[src/rtl/uart_dma_ready_pkg.sv]
package uart_dma_ready_pkg;

    // bit positions inside the control write word (behavioural)
    localparam int unsigned CTRL_FEN_BIT = 0;
    localparam int unsigned CTRL_RXCLR_BIT = 1;
    localparam int unsigned CTRL_TXCLR_BIT = 2;
    localparam int unsigned CTRL_BURST_BIT = 3;
    localparam int unsigned CTRL_W = 4;

    typedef enum logic [1:0] {
        RX_OFF    = 2'd0,
        RX_SINGLE = 2'd1,
        RX_BURST  = 2'd2
    } rx_state_e;

    typedef enum logic [1:0] {
        TX_OFF    = 2'd0,
        TX_SINGLE = 2'd1,
        TX_BURST  = 2'd2
    } tx_state_e;

endpackage

[src/rtl/dmardy_mode_reg.sv]
module dmardy_mode_reg
    import uart_dma_ready_pkg::*;
#(
    parameter int unsigned CW = 5
) (
    input  logic              clk,
    input  logic              rst_n,
    input  logic              ctrl_wr,
    input  logic [CTRL_W-1:0] ctrl_data,
    input  logic [CW-1:0]     rx_count,
    input  logic              rx_hold_full,
    input  logic [CW-1:0]     rx_trigger,
    input  logic              rx_timeout,
    input  logic [CW-1:0]     tx_count,
    input  logic              tx_hold_full,
    output logic              burst_mode,
    output logic              rx_clear,
    output logic              tx_clear,
    output logic              rx_have,
    output logic              rx_hit,
    output logic              rx_empty,
    output logic              tx_empty,
    output logic              tx_fifo_empty
);

    logic fifo_en_q;
    logic burst_sel_q;

    // latched mode bits; clears act on the write cycle only
    always_ff @(posedge clk or negedge rst_n) begin
        if (!rst_n) begin
            fifo_en_q   <= 1'b0;
            burst_sel_q <= 1'b0;
        end else if (ctrl_wr) begin
            fifo_en_q   <= ctrl_data[CTRL_FEN_BIT];
            burst_sel_q <= ctrl_data[CTRL_BURST_BIT];
        end
    end

    logic rx_nonzero;
    logic rx_at_level;

    always_comb begin
        burst_mode    = fifo_en_q & burst_sel_q;
        rx_clear      = ctrl_wr & ctrl_data[CTRL_RXCLR_BIT];
        tx_clear      = ctrl_wr & ctrl_data[CTRL_TXCLR_BIT];
        rx_nonzero    = (rx_count != '0);
        rx_at_level   = (rx_count >= rx_trigger);
        rx_have       = fifo_en_q ? rx_nonzero : rx_hold_full;
        rx_hit        = rx_nonzero & (rx_at_level | rx_timeout);
        rx_empty      = ~rx_nonzero;
        tx_fifo_empty = (tx_count == '0);
        tx_empty      = fifo_en_q ? tx_fifo_empty : ~tx_hold_full;
    end

endmodule

[src/rtl/dmardy_rx_fsm.sv]
module dmardy_rx_fsm
    import uart_dma_ready_pkg::*;
(
    input  logic clk,
    input  logic rst_n,
    input  logic burst_mode,
    input  logic rx_clear,
    input  logic rx_have,
    input  logic rx_hit,
    input  logic rx_empty,
    output logic rx_ready_n
);

    rx_state_e state_q;
    rx_state_e state_d;

    always_comb begin
        state_d = state_q;
        if (rx_clear) begin
            state_d = RX_OFF;
        end else if (!burst_mode) begin
            state_d = rx_have ? RX_SINGLE : RX_OFF;
        end else begin
            unique case (state_q)
                RX_OFF:    state_d = rx_hit ? RX_BURST : RX_OFF;
                RX_SINGLE: state_d = rx_empty ? RX_OFF : RX_BURST;
                RX_BURST:  state_d = rx_empty ? RX_OFF : RX_BURST;
                default:   state_d = RX_OFF;
            endcase
        end
    end

    always_ff @(posedge clk or negedge rst_n) begin
        if (!rst_n) state_q <= RX_OFF;
        else        state_q <= state_d;
    end

    always_comb begin
        unique case (state_q)
            RX_SINGLE, RX_BURST: rx_ready_n = 1'b0;
            default:             rx_ready_n = 1'b1;
        endcase
    end

    // a receive clear always drops the request
    p_rx_clear_r8: assert property (@(posedge clk) disable iff (!rst_n)
        rx_clear |=> rx_ready_n);

    // burst request holds while data remains
    p_rx_burst_hold_r5: assert property (@(posedge clk) disable iff (!rst_n)
        (burst_mode && !rx_ready_n && !rx_empty && !rx_clear) |=> !rx_ready_n);

    // single-transfer request tracks data presence one cycle later
    p_rx_single_track_r3: assert property (@(posedge clk) disable iff (!rst_n)
        (!burst_mode && !rx_clear) |=> (rx_ready_n == !$past(rx_have)));

    // below threshold without timeout an idle request stays idle
    p_rx_no_early_r4: assert property (@(posedge clk) disable iff (!rst_n)
        (burst_mode && rx_ready_n && !rx_hit) |=> rx_ready_n);

endmodule

[src/rtl/dmardy_tx_fsm.sv]
module dmardy_tx_fsm
    import uart_dma_ready_pkg::*;
(
    input  logic clk,
    input  logic rst_n,
    input  logic burst_mode,
    input  logic tx_clear,
    input  logic tx_empty,
    input  logic tx_fifo_empty,
    input  logic tx_full,
    output logic tx_ready_n
);

    tx_state_e state_q;
    tx_state_e state_d;

    always_comb begin
        state_d = state_q;
        if (tx_clear) begin
            state_d = TX_SINGLE;
        end else if (!burst_mode) begin
            state_d = tx_empty ? TX_SINGLE : TX_OFF;
        end else begin
            unique case (state_q)
                TX_OFF:    state_d = tx_fifo_empty ? TX_BURST : TX_OFF;
                TX_SINGLE: state_d = tx_full ? TX_OFF : TX_BURST;
                TX_BURST:  state_d = tx_full ? TX_OFF : TX_BURST;
                default:   state_d = TX_OFF;
            endcase
        end
    end

    always_ff @(posedge clk or negedge rst_n) begin
        if (!rst_n) state_q <= TX_OFF;
        else        state_q <= state_d;
    end

    always_comb begin
        unique case (state_q)
            TX_SINGLE, TX_BURST: tx_ready_n = 1'b0;
            default:             tx_ready_n = 1'b1;
        endcase
    end

    // a transmit clear always raises the request
    p_tx_clear_r9: assert property (@(posedge clk) disable iff (!rst_n)
        tx_clear |=> !tx_ready_n);

    // burst request holds until full
    p_tx_burst_hold_r7: assert property (@(posedge clk) disable iff (!rst_n)
        (burst_mode && !tx_ready_n && !tx_full && !tx_clear) |=> !tx_ready_n);

    // once released, no request until the FIFO drains
    p_tx_burst_idle_r7: assert property (@(posedge clk) disable iff (!rst_n)
        (burst_mode && tx_ready_n && !tx_fifo_empty && !tx_clear) |=> tx_ready_n);

    // single-transfer request tracks emptiness one cycle later
    p_tx_single_track_r6: assert property (@(posedge clk) disable iff (!rst_n)
        (!burst_mode && !tx_clear) |=> (tx_ready_n == !$past(tx_empty)));

endmodule

[src/rtl/uart_dma_ready.sv]
module uart_dma_ready
    import uart_dma_ready_pkg::*;
#(
    parameter int unsigned DEPTH = 16,
    localparam int unsigned CW = $clog2(DEPTH + 1)
) (
    input  logic              clk,
    input  logic              rst_n,
    input  logic              ctrl_wr,
    input  logic [CTRL_W-1:0] ctrl_data,
    input  logic [CW-1:0]     rx_count,
    input  logic              rx_hold_full,
    input  logic [CW-1:0]     rx_trigger,
    input  logic              rx_timeout,
    input  logic [CW-1:0]     tx_count,
    input  logic              tx_hold_full,
    input  logic              tx_full,
    output logic              rx_ready_n,
    output logic              tx_ready_n
);

    logic burst_mode;
    logic rx_clear;
    logic tx_clear;
    logic rx_have;
    logic rx_hit;
    logic rx_empty;
    logic tx_empty;
    logic tx_fifo_empty;

    dmardy_mode_reg #(.CW(CW)) u_mode (
        .clk          (clk),
        .rst_n        (rst_n),
        .ctrl_wr      (ctrl_wr),
        .ctrl_data    (ctrl_data),
        .rx_count     (rx_count),
        .rx_hold_full (rx_hold_full),
        .rx_trigger   (rx_trigger),
        .rx_timeout   (rx_timeout),
        .tx_count     (tx_count),
        .tx_hold_full (tx_hold_full),
        .burst_mode   (burst_mode),
        .rx_clear     (rx_clear),
        .tx_clear     (tx_clear),
        .rx_have      (rx_have),
        .rx_hit       (rx_hit),
        .rx_empty     (rx_empty),
        .tx_empty     (tx_empty),
        .tx_fifo_empty(tx_fifo_empty)
    );

    dmardy_rx_fsm u_rx (
        .clk        (clk),
        .rst_n      (rst_n),
        .burst_mode (burst_mode),
        .rx_clear   (rx_clear),
        .rx_have    (rx_have),
        .rx_hit     (rx_hit),
        .rx_empty   (rx_empty),
        .rx_ready_n (rx_ready_n)
    );

    dmardy_tx_fsm u_tx (
        .clk          (clk),
        .rst_n        (rst_n),
        .burst_mode   (burst_mode),
        .tx_clear     (tx_clear),
        .tx_empty     (tx_empty),
        .tx_fifo_empty(tx_fifo_empty),
        .tx_full      (tx_full),
        .tx_ready_n   (tx_ready_n)
    );

    // both requests idle while held in reset
    always_comb begin
        if (!rst_n) begin
            a_reset_idle_r1: assert (rx_ready_n && tx_ready_n);
        end
    end

endmodule

[config.mk]
export PLATFORM = sky130hd
export DESIGN_NAME = uart_dma_ready
export DESIGN_NICKNAME = d
export VERILOG_FILES = /design/src/rtl/uart_dma_ready_pkg.sv /design/src/rtl/dmardy_mode_reg.sv /design/src/rtl/dmardy_rx_fsm.sv /design/src/rtl/dmardy_tx_fsm.sv /design/src/rtl/uart_dma_ready.sv
export SDC_FILE = /design/constraint.sdc
export NUM_CORES = 1
export LEC_CHECK = 0
export CAP_MARGIN = 20
export CORE_MARGIN = 8
export CORE_UTILIZATION = 35
export CTS_BUF_LIST = sky130_fd_sc_hd__clkbuf_4 sky130_fd_sc_hd__clkbuf_8
export CTS_CLUSTER_SIZE = 20
export DETAILED_ROUTE_END_ITERATION = 12
export PLACE_DENSITY = 0.75
export SETUP_SLACK_MARGIN = 0.2
export SLEW_MARGIN = 15
export SYNTH_ARGS = -nofsm -noshare
export SYNTH_HDL_FRONTEND = slang
export SYNTH_SLANG_ARGS = --single-unit
[constraint.sdc]
create_clock -name clk -period 2.1 [get_ports clk]
set_clock_uncertainty 0.15 [all_clocks]
set_input_delay 0.21 -clock clk [delete_from_list [all_inputs] [get_ports clk]]
set_output_delay 0.21 -clock clk [all_outputs]
set_load 0.03 [all_outputs]
==> results.py, run 1 <==
metrics = {
    "global_routing": {
        "grt_first_pass_wirelength_mm": 2.10,
        "grt_remaining_overflow": 0,
        "antenna_found_initial": 0,
        "grt_max_degree": 7,
        "grt_pass1_vias": 517,
        "grt_usage": 0.102,
    },
    "floorplan": {
        "pin_count": 28,
        "die_x_um": 53.3,
        "start_util": 0.375,
        "y_dimension_of_the_die_um": 53.3,
        "area_of_the_die_um2": 2850,
        "std_cell_rows": 13,
        "design.core.area_um2": 1300,
    },
    "outcome": {
        "run_status": "completed",
    },
    "sta": {
        "setup_viol": 0,
        "clock.fmax_ghz": 0.567,
        "final.period_utilization": 0.839,
        "timing.final.crit_period_ps": 1760,
        "grt_setup_unrepaired": "false",
        "worstMarginPinSlew_ps": 399,
        "finalMaxSlewViolations": 0,
        "finalSetupTns_ps": 0,
        "timing.slew.headroom": 0.727,
        "hold_viol": 0,
    },
    "synth": {
        "postSynth.topFlopCell": "sky130_fd_sc_hd__dfrtp_1",
        "synth-seq-cells": 6,
        "synth_async_sr_flop_share": 1.00,
        "syn-instance-count": 52,
        "synth_sequential_area_ratio": 0.308,
        "syn-cell-area_um2": 488,
        "synth_edf_count": 0,
        "yosys_warnings": 0,
        "syn_avg_cell_area_um2": 9.38,
        "syn-num-nets": 87,
        "yosysUniqueCellTypes": 22,
    },
    "place": {
        "numPortBuffers": 27,
        "gp_congestion": 0.680,
        "placed_cell_area_um2": 777,
        "hpwlAfterDp_mm": 1.18,
        "numPlacedInstances": 94,
    },
    "routing": {
        "routedWlPerCell_um": 13.3,
        "route.final.wire_length_mm": 1.29,
        "drc": 0,
        "routed_via_density": 4.99,
        "antenna_violation_net_count_after_detailed_routing": 0,
        "first_pass_iters": 3,
        "initialDrtViolationCount": 6,
        "vias": 484,
    },
    "clock_network": {
        "cts.reportedPaths.clkPinSlew_ps": 40,
        "htree_num_levels": 1,
        "cts-hold-fix-buffers": 0,
        "clock-root-buffer": "sky130_fd_sc_hd__clkbuf_4",
        "tritoncts_buffers": 3,
        "latest_clock_arrival_within_the_worst_skew_pair_ps": 240,
        "clock_sink_count": 6,
        "tritoncts": "built",
        "cts_buffer_depth": 2,
    },
    "worst_setup_path": {
        "timing.critical_path.fanout_max": 4,
        "slowest_delay_ps": 390,
        "series_of_cell_instances_along_the_critical_path": "inv_1 > ha_1 > inv_1 > dlygate4sd2_1",
        "critical_path.top_delay_family": "buffers and inverters",
        "worst-r2r-cell-count": 5,
        "startpoint_type": "register",
        "arrival_ps": 1400,
        "critical_path_buf_inv_count": 3,
        "timing.critical_path.depth": 4,
        "cp_common_cell": "sky130_fd_sc_hd__inv_1",
        "crit_type": "reg2out",
        "worst_path_cell_with_the_longest_stage_delay": "sky130_fd_sc_hd__dlygate4sd2_1",
        "data_required_time_at_the_worst_endpoint_ps": 1740,
        "end_kind": "output pin",
    },
    "final_layout": {
        "nFillCells": 123,
        "drive_gt1_frac": 0.0976,
        "postLayoutCellArea_um2": 797,
        "layout-area-overhead-vs-synth_pct": 63.3,
        "antenna_cells": 0,
        "finish.net_count": 119,
        "mostFrequentLayoutCell": "sky130_fd_sc_hd__clkdlybuf4s50_1",
        "layout.cells.non_filler": 97,
        "layout_common_cells": "sky130_fd_sc_hd__clkdlybuf4s50_1, sky130_fd_sc_hd__inv_1, sky130_fd_sc_hd__ha_1, sky130_fd_sc_hd__dfrtp_1, sky130_fd_sc_hd__nand2_1",
    },
    "pwr": {
        "intPower_mw": 0.268,
        "seq_power_share": 0.356,
        "report.power.total_mw": 0.374,
        "comb_power_share": 0.361,
        "portion_of_total_power_attributed_to_the_clock_network": 0.283,
        "ir_drop_uv": 219,
        "netSwitchingPower_mw": 0.106,
        "power_density_nw_per_um2": 469,
        "power_leakage_nw": 0.366,
        "power.share.switching": 0.283,
    },
    "worst_hold_path": {
        "holdCritPathClass": "in2async",
    },
    "run": {
        "maxCapViolCount": 0,
    },
}
flip-flops by register name (all words and copies together), names as in the netlist:
register,flops
u_rx.state_q,2
u_tx.state_q,2
u_mode.burst_sel_q,1
u_mode.fifo_en_q,1
logic make-up (layout without fill, tap and decap cells):
logic type / count (synthesis) / after routing / synth area share
flip-flops: 6 / 6 / 0.308
AO/OA/AOI/OAI: 10 / 10 / 0.154
multiplexers: 1 / 1 / 0.0231
buffers and inverters: 12 / 42 / 0.0923
adder cells (fa/ha/maj): 9 / 9 / 0.231
AND/OR/NAND/NOR: 14 / 14 / 0.192
metrics by stage:
stage	setup WS, ps	utilization	hold slack, ps
6_report	338	0.613	60.6
5_1_grt	258	0.613	65.7
4_1_cts	316	0.613	57.9
3_5_place_dp	212	0.597	319
3_3_place_gp	229	0.597	321
2_1_floorplan	514	-	-236
what timing repair did:
item / 4_1_cts / 5_1_grt
setup buffers: 0 / 0
endpoints found under the setup margin: 2 / 0
gates resized for setup: 2 / 0
per-layer routing:
| layer | share of wire | vias to the layer above | GRT usage |
|---|---|---|---|
| li1 | - | 244 | - |
| met1 | 0.38 | 224 | 0.0983 |
| met5 | 0 | - | 0 |
| met2 | 0.54 | 16 | 0.166 |
| met4 | 0 | 0 | 0.0630 |
| met3 | 0.080 | 0 | 0.0560 |
layout make-up:
class	instances	area, um2	area share
clock buffer	3	22.5	0.0283
inverter	12	45.0	0.0565
multi-input combinational	34	293	0.367
sequential	6	150	0.188
tap	15	18.8	0.0235
timing repair buffer	27	268	0.336
cells in the mapped netlist, types with 2 or more instances:
cell | instances | area share
sky130_fd_sc_hd__a21oi_1 | 2 | 0.021
sky130_fd_sc_hd__dfrtp_1 | 6 | 0.31
sky130_fd_sc_hd__ha_1 | 9 | 0.23
sky130_fd_sc_hd__inv_1 | 12 | 0.092
sky130_fd_sc_hd__nand2_1 | 4 | 0.031
sky130_fd_sc_hd__nor4_1 | 2 | 0.026
sky130_fd_sc_hd__o21ai_0 | 2 | 0.021
path summary, 6_finish.rpt:
check	from	end	slack, ps
worst max register to register	u_rx.state_q[0]	u_rx.state_q[1]	410
worst min register to register	u_mode.burst_sel_q	u_tx.state_q[1]	420
max in group asynchronous	rst_n	u_tx.state_q[0]	1520
worst min-delay path	rst_n	u_tx.state_q[1]	60
worst max-delay path	u_rx.state_q[0]	rx_ready_n	340
min in group clk	ctrl_data[3]	u_mode.burst_sel_q	380
power by group through the flow:
stage	Combinational [mW]	Sequential (mW)	Clock, mW
CTS	0.137	0.133	0.110
finish	0.135	0.133	0.106
detailed placement	0.141	0.135	0
global route	0.149	0.134	0.122
floorplan	0.0652	0.133	0
global placement	0.137	0.135	0
(Power assumes the default switching activity.)
==> run 2: changes to the inputs <==
CORE_UTILIZATION = 34   (was 35)
PLACE_DENSITY = 0.76   (was 0.75)
clock period = 1.5 ns   (was 2.1 ns; I/O delays follow)
==> results.py, run 2 (synthesis results as in run 1) <==
metrics = {
    "outcome": {
        "run_status": "finished with violations",
        "violations": "setup timing",
    },
    "worst_setup_path": {
        "data_required_time_at_the_worst_endpoint_ps": 1460,
        "slowest_delay_ps": 510,
        "crit_start": "u_rx.state_q[1]",
        "critical_path_buf_inv_count": 1,
        "arrival_ps": 1510,
        "worst_path_cell_with_the_longest_stage_delay": "sky130_fd_sc_hd__or4_4",
        "crit_type": "reg2reg",
        "series_of_cell_instances_along_the_critical_path": "inv_2 > ha_4 > or4_4 > nand3_2 > a21oi_2",
        "worst_r2r_start": "u_rx.state_q[1]",
        "timing.critical_path.fanout_max": 4,
        "startpoint_type": "register",
        "end_kind": "register",
        "critical_path.top_delay_family": "simple AND/OR/NAND/NOR gates",
    },
    "floorplan": {
        "std_cell_rows": 13,
        "pin_count": 28,
        "y_dimension_of_the_die_um": 53.9,
        "start_util": 0.370,
        "die_x_um": 53.9,
        "area_of_the_die_um2": 2900,
        "design.core.area_um2": 1320,
    },
    "pwr": {
        "power.share.switching": 0.287,
        "report.power.total_mw": 0.582,
        "comb_power_share": 0.435,
        "power_density_nw_per_um2": 617,
        "intPower_mw": 0.415,
        "netSwitchingPower_mw": 0.167,
        "ir_drop_uv": 346,
        "power_leakage_nw": 0.449,
        "seq_power_share": 0.319,
        "portion_of_total_power_attributed_to_the_clock_network": 0.246,
    },
    "sta": {
        "finalMaxSlewViolations": 0,
        "grt_setup_unrepaired": "true",
        "worstMarginPinSlew_ps": 327,
        "setup_viol": 1,
        "timing.slew.headroom": 0.780,
        "final.period_utilization": 1.03,
        "finalWorstSetupSlack_ps": -51.0,
        "timing.final.crit_period_ps": 1550,
        "hold_viol": 0,
        "clock.fmax_ghz": 0.645,
    },
    "routing": {
        "routedWlPerCell_um": 12.9,
        "first_pass_iters": 3,
        "antenna_violation_net_count_after_detailed_routing": 0,
        "route.final.wire_length_mm": 1.38,
        "vias": 524,
        "drc": 0,
        "initialDrtViolationCount": 5,
        "routed_via_density": 4.90,
    },
    "final_layout": {
        "largestRegisters": "u_rx.state_q x2, u_tx.state_q x2",
        "antenna_cells": 0,
        "layout_common_cells": "sky130_fd_sc_hd__clkdlybuf4s50_1, sky130_fd_sc_hd__buf_4, sky130_fd_sc_hd__ha_1, sky130_fd_sc_hd__inv_1, sky130_fd_sc_hd__dfrtp_1",
        "mostFrequentLayoutCell": "sky130_fd_sc_hd__clkdlybuf4s50_1",
        "layout-area-overhead-vs-synth_pct": 93.3,
        "drive_gt1_frac": 0.370,
        "finish.net_count": 129,
    },
    "clock_network": {
        "latest_clock_arrival_within_the_worst_skew_pair_ps": 240,
        "cts.reportedPaths.clkPinSlew_ps": 50,
        "tritoncts": "built",
        "clock_sink_count": 6,
        "tritoncts_buffers": 3,
        "cts_buffer_depth": 2,
        "htree_num_levels": 1,
        "clock-root-buffer": "sky130_fd_sc_hd__clkbuf_4",
    },
    "global_routing": {
        "grt_max_degree": 7,
        "antenna_found_initial": 0,
        "grt_remaining_overflow": 0,
        "grt_pass1_vias": 583,
        "grt_first_pass_wirelength_mm": 2.39,
        "grt_usage": 0.109,
    },
    "place": {
        "minimum_setup_slack_after_placement_ps": -315,
        "numPortBuffers": 27,
        "gp_congestion": 0.760,
        "hpwlAfterDp_mm": 1.24,
    },
    "worst_hold_path": {
        "holdCritPathClass": "in2async",
    },
    "run": {
        "maxCapViolCount": 0,
    },
}
==> run 2: changes by cell type in the layout (fill, tap and decap cells not counted), moves of 2 or more <==
cell                              change
sky130_fd_sc_hd__buf_4                +9
sky130_fd_sc_hd__clkdlybuf4s50_1      -6
sky130_fd_sc_hd__inv_1                -6
sky130_fd_sc_hd__inv_2                +5
sky130_fd_sc_hd__buf_6                +3
sky130_fd_sc_hd__clkdlybuf4s15_1      +2
sky130_fd_sc_hd__dlymetal6s2s_1       +2
sky130_fd_sc_hd__ha_1                 -2
sky130_fd_sc_hd__ha_4                 +2
==> run 2: metal layers <==
metal,part of all wire,vias to the layer above,wire length [um],GRT usage
li1,-,264,-,-
met1,0.40,233,546,0.113
met2,0.48,23,662,0.178
met3,0.10,4,141,0.0579
met4,0.022,0,30,0.0504
met5,0,-,0,0
==> run 2: final timing paths <==
check / end / slack [ps] / depth (start not counted)
worst max-delay path: u_rx.state_q[1] / -50 / 5
worst min-delay path: u_tx.state_q[0] / 8 / 1
worst max register to register: u_rx.state_q[1] / -50 / 5
worst min register to register: u_mode.burst_sel_q / 460 / 2
max in group asynchronous: u_tx.state_q[1] / 970 / 1
min in group clk: u_rx.state_q[0] / 280 / 5
==> run 2: what timing repair did <==
action / CTS / global route
buffers inserted: 3 / 1
gates cloned: 0 / 0
hold buffers: 0 / 0
endpoints found under the setup margin: 5 / 6
resized for setup: 11 / 10
pin swaps: 5 / 9
==> run 2: worst reg2reg max path: cells and delay by family (launching register included) <==
family                     cells  cell delay, ps
DFF                            1             380
buffers and inverters          1              70
adders and majority gates      1             200
and+or+nand+nor                2             590
AOI/OAI and AO/OA              1              30
==> run 2: power by group through the flow <==
stage	logic [mW]	registers (mW)	clock network, mW
2_1_floorplan	0.107	0.188	0
3_3_place_gp	0.221	0.187	0
3_5_place_dp	0.229	0.188	0
4_1_cts	0.242	0.185	0.152
5_1_grt	0.281	0.187	0.171
6_report	0.253	0.186	0.143
==> run 2: area by class of cell <==
cell class                 instances  area [um2]
inverter                          12        47.5
tap                               15        18.8
multi-input combinational         34         350
clock buffer                       3        22.5
sequential                         6         150
fill                             115         374
timing repair buffer              37         354
==> run 2: through the flow <==
step	instances	util	hold slack (ps)	cell area (um2)	setup TNS, ps
floorplan	52	-	-296	515	0
global placement	100	0.641	260	845	-743
detailed placement	100	0.641	268	845	-781
global route	107	0.716	18.0	943	-95.0
CTS	106	0.682	12.7	898	-66.8
finish	107	0.716	8.33	943	-51.0
==> run 3: changes to the inputs <==
CTS_CLUSTER_SIZE = unset   (was 20)
HOLD_SLACK_MARGIN = 0.1   (was unset)
==> results.py, run 3 (synthesis results as in run 1) <==
metrics = {
    "final_layout": {
        "largestRegisters": "u_rx.state_q x2, u_tx.state_q x2",
        "postLayoutCellArea_um2": 953,
        "nFillCells": 117,
        "finish.net_count": 130,
        "layout-area-overhead-vs-synth_pct": 95.4,
        "layout_common_cells": "sky130_fd_sc_hd__clkdlybuf4s50_1, sky130_fd_sc_hd__buf_4, sky130_fd_sc_hd__ha_1, sky130_fd_sc_hd__inv_1, sky130_fd_sc_hd__dfrtp_1",
        "drive_gt1_frac": 0.366,
        "antenna_cells": 0,
        "mostFrequentLayoutCell": "sky130_fd_sc_hd__clkdlybuf4s50_1",
    },
    "floorplan": {
        "design.core.area_um2": 1320,
        "die_x_um": 53.9,
        "pin_count": 28,
        "start_util": 0.370,
        "area_of_the_die_um2": 2900,
        "y_dimension_of_the_die_um": 53.9,
        "std_cell_rows": 13,
    },
    "routing": {
        "vias": 529,
        "route.final.wire_length_mm": 1.39,
        "routed_via_density": 4.90,
        "antenna_violation_net_count_after_detailed_routing": 0,
        "drc": 0,
        "first_pass_iters": 3,
        "initialDrtViolationCount": 5,
        "routedWlPerCell_um": 12.9,
    },
    "sta": {
        "clock.fmax_ghz": 0.645,
        "worst_hold_slack_ps": 278,
        "timing.final.crit_period_ps": 1550,
        "worstMarginPinSlew_ps": 327,
        "setup_viol": 1,
        "final.period_utilization": 1.03,
        "finalWorstSetupSlack_ps": -51.0,
        "grt_setup_unrepaired": "true",
        "hold_viol": 0,
        "finalMaxSlewViolations": 0,
        "timing.slew.headroom": 0.780,
    },
    "run": {
        "maxCapViolCount": 0,
    },
    "outcome": {
        "violations": "setup timing",
        "run_status": "finished with violations",
    },
    "place": {
        "numPortBuffers": 27,
        "minimum_setup_slack_after_placement_ps": -315,
        "placed_cell_area_um2": 845,
        "gp_congestion": 0.760,
        "hpwlAfterDp_mm": 1.24,
    },
    "clock_network": {
        "tritoncts": "built",
        "tritoncts_buffers": 3,
        "cts_buffer_depth": 2,
        "htree_num_levels": 1,
        "latest_clock_arrival_within_the_worst_skew_pair_ps": 240,
        "clock-root-buffer": "sky130_fd_sc_hd__clkbuf_4",
        "cts.reportedPaths.clkPinSlew_ps": 40,
        "clock_sink_count": 6,
    },
    "pwr": {
        "seq_power_share": 0.318,
        "power.share.switching": 0.287,
        "intPower_mw": 0.417,
        "comb_power_share": 0.437,
        "netSwitchingPower_mw": 0.168,
        "ir_drop_uv": 346,
        "portion_of_total_power_attributed_to_the_clock_network": 0.246,
        "report.power.total_mw": 0.584,
        "power_density_nw_per_um2": 613,
        "power_leakage_nw": 0.453,
    },
    "worst_setup_path": {
        "timing.critical_path.fanout_max": 4,
        "data_required_time_at_the_worst_endpoint_ps": 1460,
        "end_kind": "register",
        "slowest_delay_ps": 510,
        "startpoint_type": "register",
        "worst_path_cell_with_the_longest_stage_delay": "sky130_fd_sc_hd__or4_4",
        "crit_type": "reg2reg",
        "crit_start": "u_rx.state_q[1]",
        "series_of_cell_instances_along_the_critical_path": "inv_2 > ha_4 > or4_4 > nand3_2 > a21oi_2",
        "worst_r2r_start": "u_rx.state_q[1]",
        "arrival_ps": 1510,
    },
    "global_routing": {
        "grt_remaining_overflow": 0,
        "grt_max_degree": 7,
        "grt_usage": 0.109,
        "antenna_found_initial": 0,
        "grt_pass1_vias": 583,
        "grt_first_pass_wirelength_mm": 2.40,
    },
    "worst_hold_path": {
        "holdCritPathClass": "in2reg",
        "hp-start": "rx_count[4]",
    },
}
[run 3: power groups by stage]
stage          combinational [mW]  clock, mW  sequential, mW
4_1_cts                     0.244      0.152           0.185
3_5_place_dp                0.229          0           0.188
3_3_place_gp                0.221          0           0.187
6_report                    0.255      0.143           0.186
2_1_floorplan               0.107          0           0.188
5_1_grt                     0.283      0.171           0.187
[run 3: worst paths after layout]
check                      cells after the start  slack [ps]                 end
min in group asynchronous                      2         550     u_tx.state_q[0]
hold / removal                                 5         280     u_rx.state_q[0]
setup reg to reg                               5         -50     u_rx.state_q[1]
hold reg to reg                                2         460  u_mode.burst_sel_q
setup / recovery                               5         -50     u_rx.state_q[1]
max in group asynchronous                      2         430     u_tx.state_q[1]
[run 3: final cells by class]
cell class	instances	area, um2	area share
timing repair buffer	38	364	0.382
inverter	12	47.5	0.0499
sequential	6	150	0.157
clock buffer	3	22.5	0.0236
multi-input combinational	34	350	0.367
tap	15	18.8	0.0197
[run 3: stage by stage]
step	utilization	setup TNS, ps	instances
2_1_floorplan	-	0	52
3_3_place_gp	0.641	-743	100
3_5_place_dp	0.641	-781	100
4_1_cts	0.689	-66.8	107
5_1_grt	0.724	-95.0	108
6_report	0.724	-51.0	108
[run 3: routing by layer]
metal / GRT usage / vias up / part of all wire
met3: 0.0579 / 4 / 0.11
met4: 0.0504 / 0 / 0.022
met1: 0.113 / 236 / 0.39
met2: 0.180 / 23 / 0.48
li1: - / 266 / -
met5: 0 / - / 0
[run 3: what timing repair did]
action | 4_1_cts | 5_1_grt
hold buffers | 1 | 0
hold endpoints to repair | 6 | 0
setup endpoints to repair | 5 | 6
gates cloned | 0 | 0
gates resized for setup | 11 | 10
pin swaps | 5 | 9
setup buffers | 3 | 1
[run 3: critical path, delay by kind of cell (launching register included)]
kind	cells	cell delay, ps
AO/OA/AOI/OAI	1	30
adder cells (fa/ha/maj)	1	200
buffers and inverters	1	70
flip-flops	1	380
AND/OR/NAND/NOR	2	590
